==> config.mk <==
export PLATFORM = sky130hd
export DESIGN_NAME = vp_run_ctrl
export DESIGN_NICKNAME = d
export VERILOG_FILES = /design/src/rtl/vpctl_pkg.sv /design/src/rtl/vpctl_rst_sync.sv /design/src/rtl/vpctl_decode.sv /design/src/rtl/vpctl_slot.sv /design/src/rtl/vpctl_rdata.sv /design/src/rtl/vp_run_ctrl.sv
export SDC_FILE = /design/constraint.sdc
export NUM_CORES = 1
export LEC_CHECK = 0
export ABC_CLOCK_PERIOD_IN_PS = 800
export BUFFER_PORTS_ARGS = -buffer_cell sky130_fd_sc_hd__buf_2
export CORE_ASPECT_RATIO = 0.8
export CORE_MARGIN = 4
export CORE_UTILIZATION = 28
export DETAILED_ROUTE_END_ITERATION = 6
export GPL_ROUTABILITY_DRIVEN = 0
export PLACE_DENSITY = 0.89
export SYNTH_ARGS = -nofsm -noshare
export SYNTH_HDL_FRONTEND = slang
export SYNTH_SLANG_ARGS = --single-unit
==> constraint.sdc <==
create_clock -name clk -period 0.8 [get_ports clk]
set_input_delay 0.04 -clock clk [delete_from_list [all_inputs] [get_ports clk]]
set_output_delay 0.04 -clock clk [all_outputs]
set_load 0.05 [all_outputs]
==> src/rtl/vpctl_pkg.sv <==
package vpctl_pkg;

  typedef enum logic [1:0] {
    ACC_NONE   = 2'd0,
    ACC_RUN    = 2'd1,
    ACC_STOP   = 2'd2,
    ACC_STATUS = 2'd3
  } acc_kind_e;

endpackage

==> src/rtl/vpctl_rst_sync.sv <==
module vpctl_rst_sync (
  input  logic clk,
  input  logic rst_n,
  output logic rst_n_sync
);

  logic stage1_q;
  logic stage2_q;

  always_ff @(posedge clk or negedge rst_n) begin
    if (!rst_n) begin
      stage1_q <= 1'b0;
      stage2_q <= 1'b0;
    end else begin
      stage1_q <= 1'b1;
      stage2_q <= stage1_q;
    end
  end

  assign rst_n_sync = stage2_q;

endmodule

==> src/rtl/vpctl_decode.sv <==
module vpctl_decode
  import vpctl_pkg::*;
#(
  parameter int unsigned ADDR_W     = 12,
  parameter logic [ADDR_W-1:0] CL_BASE    = 'h000,
  parameter logic [ADDR_W-1:0] CO_BASE    = 'h100,
  parameter logic [ADDR_W-1:0] RUN_OFS    = 'h10,
  parameter logic [ADDR_W-1:0] STOP_OFS   = 'h18,
  parameter logic [ADDR_W-1:0] STATUS_OFS = 'h30
) (
  input  logic [ADDR_W-1:0] addr,
  output acc_kind_e         kind
);

  localparam int unsigned NWIN = 2;
  localparam logic [ADDR_W-1:0] BASES [NWIN] = '{CL_BASE, CO_BASE};

  logic [NWIN-1:0] hit_run, hit_stop, hit_stat;

  for (genvar w = 0; w < NWIN; w++) begin : g_win
    assign hit_run[w]  = (addr == BASES[w] + RUN_OFS);
    assign hit_stop[w] = (addr == BASES[w] + STOP_OFS);
    assign hit_stat[w] = (addr == BASES[w] + STATUS_OFS);
  end

  always_comb begin
    kind = ACC_NONE;
    if (|hit_run)       kind = ACC_RUN;
    else if (|hit_stop) kind = ACC_STOP;
    else if (|hit_stat) kind = ACC_STATUS;
  end

endmodule

==> src/rtl/vpctl_slot.sv <==
module vpctl_slot (
  input  logic clk,
  input  logic rst_n,
  input  logic start_req,
  input  logic stop_req,
  input  logic rst_done,
  output logic running,
  output logic rst_pulse
);

  logic running_q, running_d;
  logic pending_q, pending_d;
  logic pulse_q,   pulse_d;
  logic start_take;

  always_comb begin
    start_take = start_req & ~running_q & ~pending_q;
    running_d  = running_q;
    pending_d  = pending_q;
    pulse_d    = start_take;
    if (start_take) pending_d = 1'b1;
    if (pending_q && rst_done) begin
      running_d = 1'b1;
      pending_d = 1'b0;
    end
    if (stop_req && running_q) running_d = 1'b0;
  end

  always_ff @(posedge clk or negedge rst_n) begin
    if (!rst_n) begin
      running_q <= 1'b0;
      pending_q <= 1'b0;
      pulse_q   <= 1'b0;
    end else begin
      running_q <= running_d;
      pending_q <= pending_d;
      pulse_q   <= pulse_d;
    end
  end

  assign running   = running_q;
  assign rst_pulse = pulse_q;

endmodule

==> src/rtl/vpctl_rdata.sv <==
module vpctl_rdata #(
  parameter int unsigned NUM_VP = 1
) (
  input  logic              clk,
  input  logic              rst_n,
  input  logic              rd_en,
  input  logic              rd_hit,
  input  logic [NUM_VP-1:0] status,
  output logic [63:0]       rdata
);

  logic [63:0] rdata_q, rdata_d;

  always_comb begin
    rdata_d = rd_hit ? 64'(status) : 64'd0;
  end

  always_ff @(posedge clk or negedge rst_n) begin
    if (!rst_n) begin
      rdata_q <= 64'd0;
    end else if (rd_en) begin
      rdata_q <= rdata_d;
    end
  end

  assign rdata = rdata_q;

endmodule

==> src/rtl/vp_run_ctrl.sv <==
module vp_run_ctrl
  import vpctl_pkg::*;
#(
  parameter int unsigned NUM_VP        = 1,
  parameter logic [63:0] START_RUNNING = 64'h1,
  parameter int unsigned ADDR_W        = 12,
  parameter logic [ADDR_W-1:0] CL_BASE    = 'h000,
  parameter logic [ADDR_W-1:0] CO_BASE    = 'h100,
  parameter logic [ADDR_W-1:0] RUN_OFS    = 'h10,
  parameter logic [ADDR_W-1:0] STOP_OFS   = 'h18,
  parameter logic [ADDR_W-1:0] STATUS_OFS = 'h30
) (
  input  logic              clk,
  input  logic              rst_n,
  input  logic              bus_valid,
  input  logic              bus_write,
  input  logic [ADDR_W-1:0] bus_addr,
  input  logic [63:0]       bus_wdata,
  output logic [63:0]       bus_rdata,
  output logic [NUM_VP-1:0] vp_rst_pulse,
  output logic [NUM_VP-1:0] vp_halt,
  input  logic [NUM_VP-1:0] vp_rst_done
);

  localparam logic [NUM_VP-1:0] BOOT_SET = START_RUNNING[NUM_VP-1:0];

  logic        rst_n_int;
  acc_kind_e   kind;
  logic        wr_run, wr_stop, rd_en, rd_hit;
  logic        boot_q, boot_d;
  logic [NUM_VP-1:0] start_vec, stop_vec, running;
  logic        unused_wdata;

  vpctl_rst_sync u_rst_sync (
    .clk        (clk),
    .rst_n      (rst_n),
    .rst_n_sync (rst_n_int)
  );

  vpctl_decode #(
    .ADDR_W     (ADDR_W),
    .CL_BASE    (CL_BASE),
    .CO_BASE    (CO_BASE),
    .RUN_OFS    (RUN_OFS),
    .STOP_OFS   (STOP_OFS),
    .STATUS_OFS (STATUS_OFS)
  ) u_decode (
    .addr (bus_addr),
    .kind (kind)
  );

  assign wr_run  = bus_valid &  bus_write & (kind == ACC_RUN);
  assign wr_stop = bus_valid &  bus_write & (kind == ACC_STOP);
  assign rd_en   = bus_valid & ~bus_write;
  assign rd_hit  = (kind == ACC_STATUS);
  assign unused_wdata = ^bus_wdata;

  always_comb begin
    boot_d    = 1'b0;
    start_vec = (wr_run ? bus_wdata[NUM_VP-1:0] : '0)
              | (boot_q ? BOOT_SET : '0);
    stop_vec  = wr_stop ? bus_wdata[NUM_VP-1:0] : '0;
  end

  always_ff @(posedge clk or negedge rst_n_int) begin
    if (!rst_n_int) begin
      boot_q <= 1'b1;
    end else begin
      boot_q <= boot_d;
    end
  end

  for (genvar i = 0; i < NUM_VP; i++) begin : g_vp
    vpctl_slot u_slot (
      .clk       (clk),
      .rst_n     (rst_n_int),
      .start_req (start_vec[i]),
      .stop_req  (stop_vec[i]),
      .rst_done  (vp_rst_done[i]),
      .running   (running[i]),
      .rst_pulse (vp_rst_pulse[i])
    );
  end

  assign vp_halt = ~running;

  vpctl_rdata #(
    .NUM_VP (NUM_VP)
  ) u_rdata (
    .clk    (clk),
    .rst_n  (rst_n_int),
    .rd_en  (rd_en),
    .rd_hit (rd_hit),
    .status (running),
    .rdata  (bus_rdata)
  );

endmodule

==> flow_summary.toml <==
[timing]
rsz0062_at_grt = "true"
hold_viol_final = 0
setup_viol_count_final = 7
slew_violations = 0
clock_skew_ns = 0.000774
final_min_period_over_clock_period_pct = 111
fin_ws_ns = -0.0903
fmax_mhz = 1120
min_period_ns = 0.890

[setup_path]
path_cells = "inv_2 > buf_8"
arrival_ns = 0.85
endpoint_kind = "output pin"
critPathMaxStageDelay_ns = 0.39
worstPathMaxFanout = 3
path_buf_inv = 2
cp.required_ns = 0.76
slowest_stage = "dfrtp_1"
start_kind = "flop"
r2r_cells = 3
ff2ff_setup_slack_ns = -0.08
cp_top_family = "flip-flops"
critPathKind = "flop to output pin"
r2r_start = "g_vp[0].u_slot.running"
r2r-end = "g_vp[0].u_slot.pending_q"

[die]
num_rows = 16
die_y_um = 55.4
dieArea_um2 = 3720
core_um2 = 2560
initial_core_util_pct = 30.7
die_w_um = 67.2
ioPinCount = 147

[final_layout]
diodes = 0
multiInputGateArea_um2 = 373
syn2layout_area_growth_pct = 2.87
fillers = 293
post-route-util_pct = 31.5
drive_above_1_share_pct = 28.7
final_nets = 204
fin_cells = 158
seqCellArea_um2 = 178

[grt]
grt_pass1_wl_mm = 1.88
grt_pass1_vias = 410
gr-usage-all-layers_pct = 7.02
antenna_found_initial = 0
gr-total-overflow = 0
grt_max_degree = 6

[power]
p_comb_share_pct = 54.3
powerDensity_nw_per_um2 = 1920
p_leak_nw = 0.473
peakVddDrop_uv = 1010
p_total_w = 0.00155
power_switching_w = 0.000884
power_frac_seq_pct = 25.5
clockPowerShare_pct = 20.1
switching_share_pct = 57.1
p_int_w = 0.000666

[hold_path]
hold_depth = 3
hold_path_class = "primary input to flop"
worst_hold_path.endpoint = "u_rdata.rdata[0]"
holdCritStartpoint = "bus_write"

[detailed_routing]
firstDrtPassIters = 2
drt-initial-drc-count = 4
ant_nets = 0
avgRoutedWirePerCell_um = 8.74
routed_wl_mm = 1.38
route.detailed.drc = 0
vias = 472
routed_via_density = 2.99

[cts]
cts_tree = "done"
h-tree-depth = 1
clock_latency_ns = 0.25
cts_buffers = 3
cts_max_path_buffers = 2
cts_sinks = 7
root_buffer = "clkbuf_4"
path_clk_slew_ns = 0.05

[synth]
syn_area_per_cell_um2 = 8.54
synth_seq_area_share_pct = 22.5
netlist-cell-type-count = 20
synth-compound-area-share_pct = 5.57
ys_ff_latch = 7
yosys_warnings = 0
synth-simple-area-share_pct = 9.87
synth_area_um2 = 786
synthAdderAreaFrac_pct = 0
syn_inst = 92
synth_top_family_by_area = "buffers and inverters"
muxShareOfSynthArea_pct = 0
synth_xor_area_share_pct = 0

[placement]
numPortBuffers = 19
dpl.hpwl_mm = 1.17
place_inst = 150

[flow_run]
maxCapViolations = 0

[outcome]
outcome = "complete, but fails checks"
violations = "setup timing"
-- timing repair --
item / in CTS / in global routing
setup buffers: 2 / 0
cloned: 0 / 0
hold endpoints to repair: 3 / 0
hold buffers: 2 / 0
pin swaps: 1 / 0
resized for setup: 9 / 2
endpoints found under the setup margin: 6 / 7
-- cells by family (layout without fill, tap and decap cells) --
family,count (synthesis),count (layout)
flip-flops,7,7
AO/OA/AOI/OAI,6,6
other,2,65
AND/OR/NAND/NOR,12,12
buffers and inverters,65,32
-- flip-flops by register name, indices dropped and copies added, names as in the netlist --
name and flops:
u_rst_sync.stage1_q 1, g_vp.u_slot.running 1, g_vp.u_slot.rst_pulse 1, u_rst_sync.rst_n_sync 1, boot_q 1, g_vp.u_slot.pending_q 1, u_rdata.rdata 1
-- power by group through the flow --
stage	Sequential (W)	Clock [W]	Combinational [W]
2_1_floorplan	0.000411	0	0.000936
3_3_place_gp	0.000402	0	0.000781
3_5_place_dp	0.000402	0	0.000786
4_1_cts	0.000395	0.000331	0.000822
5_1_grt	0.000399	0.000362	0.000870
6_report	0.000395	0.000312	0.000842
-- worst reg2reg max path, stage by stage, from the launching register on --
cell and delay [ns]:
dfrtp_1 0.39, nor2_1 0.12, nand2_1 0.09, o211ai_1 0.18
-- metrics by stage --
step | hold slack, ns | cell area (µm²) | setup WS, ns | setup TNS [ns]
final | 0.0382 | 808 | -0.0903 | -0.309
after global routing | 0.0361 | 808 | -0.162 | -0.694
after CTS | 0.0259 | 805 | -0.117 | -0.292
after detailed placement | -0.172 | 717 | -0.162 | -0.519
after global placement | -0.173 | 717 | -0.156 | -0.494
after floorplan | -0.256 | 1030 | -0.0115 | -0.0115
-- Yosys cell counts --
| master | n | area share, % |
|---|---|---|
| nor4_2 | 1 | 1.6 |
| nor4_1 | 1 | 0.80 |
| a21oi_1 | 1 | 0.64 |
| and3b_1 | 1 | 1.1 |
| dfstp_2 | 1 | 3.3 |
| dfrtp_1 | 6 | 19 |
| o211ai_1 | 1 | 0.96 |
| conb_1 | 2 | 0.96 |
| and3_2 | 1 | 0.96 |
| o21ai_0 | 2 | 1.3 |
| nor4b_1 | 1 | 1.1 |
| nor2_1 | 1 | 0.48 |
| buf_4 | 63 | 60 |
| nand2_1 | 3 | 1.4 |
| nand2b_1 | 1 | 0.80 |
| o31ai_2 | 1 | 1.6 |
| nand4_1 | 1 | 0.80 |
| nor2b_1 | 1 | 0.80 |
| a41oi_1 | 1 | 1.1 |
| inv_1 | 2 | 0.96 |
-- cell type report --
cell class | count | area share [%]
repair buffers | 26 | 22.1
well taps | 36 | 5.57
clock buffers | 4 | 3.25
inverters | 2 | 0.929
multi-input cells | 83 | 46.1
flip-flops and latches | 7 | 22.0
-- worst max path at each step --
stage	startpoint	to	depth (start not counted)
finish	g_vp[0].u_slot.running	vp_halt	2
global route	g_vp[0].u_slot.running	g_vp[0].u_slot.pending_q	3
CTS	g_vp[0].u_slot.running	vp_halt	2
detailed placement	bus_addr[11]	u_rdata.rdata[0]	4
global placement	bus_addr[11]	u_rdata.rdata[0]	4
floorplan	g_vp[0].u_slot.running	g_vp[0].u_slot.pending_q	3
-- metal layers --
layer  share of wire (%)  vias up  routed length [µm]  track usage [%]
met2                  61       31                 847             13.6
met4                 2.0        0                  27             4.34
li1                    -      226                   -                -
met5                   0        -                   0                0
met3                  13        5                 185             4.46
met1                  23      210                 320             4.52
-- cells in the final DEF (no fill, tap or decap) --
| cell | netlist | final |
|---|---|---|
| a21oi_2 | 0 | 1 |
| a41oi_1 | 1 | 1 |
| and3_2 | 1 | 1 |
| and3b_1 | 1 | 1 |
| buf_2 | 0 | 16 |
| buf_4 | 63 | 5 |
| buf_6 | 0 | 1 |
| buf_8 | 0 | 2 |
| clkbuf_1 | 0 | 1 |
| clkbuf_4 | 0 | 3 |
| conb_1 | 2 | 65 |
| dfrtp_1 | 6 | 5 |
| dfrtp_2 | 0 | 1 |
| dfstp_2 | 1 | 1 |
| dlygate4sd3_1 | 0 | 2 |
| inv_1 | 2 | 1 |
| inv_2 | 0 | 1 |
| nand2_1 | 3 | 3 |
| nand2b_1 | 1 | 1 |
| nand4_1 | 1 | 1 |
| nor2_1 | 1 | 1 |
| nor2b_1 | 1 | 1 |
| nor4_1 | 1 | 1 |
| nor4_2 | 1 | 1 |
| nor4b_1 | 1 | 1 |
| o211ai_1 | 1 | 1 |
| o21ai_1 | 0 | 1 |
| o21ai_2 | 0 | 1 |
| o31ai_2 | 1 | 1 |
Power figures use the tool's default switching activity.
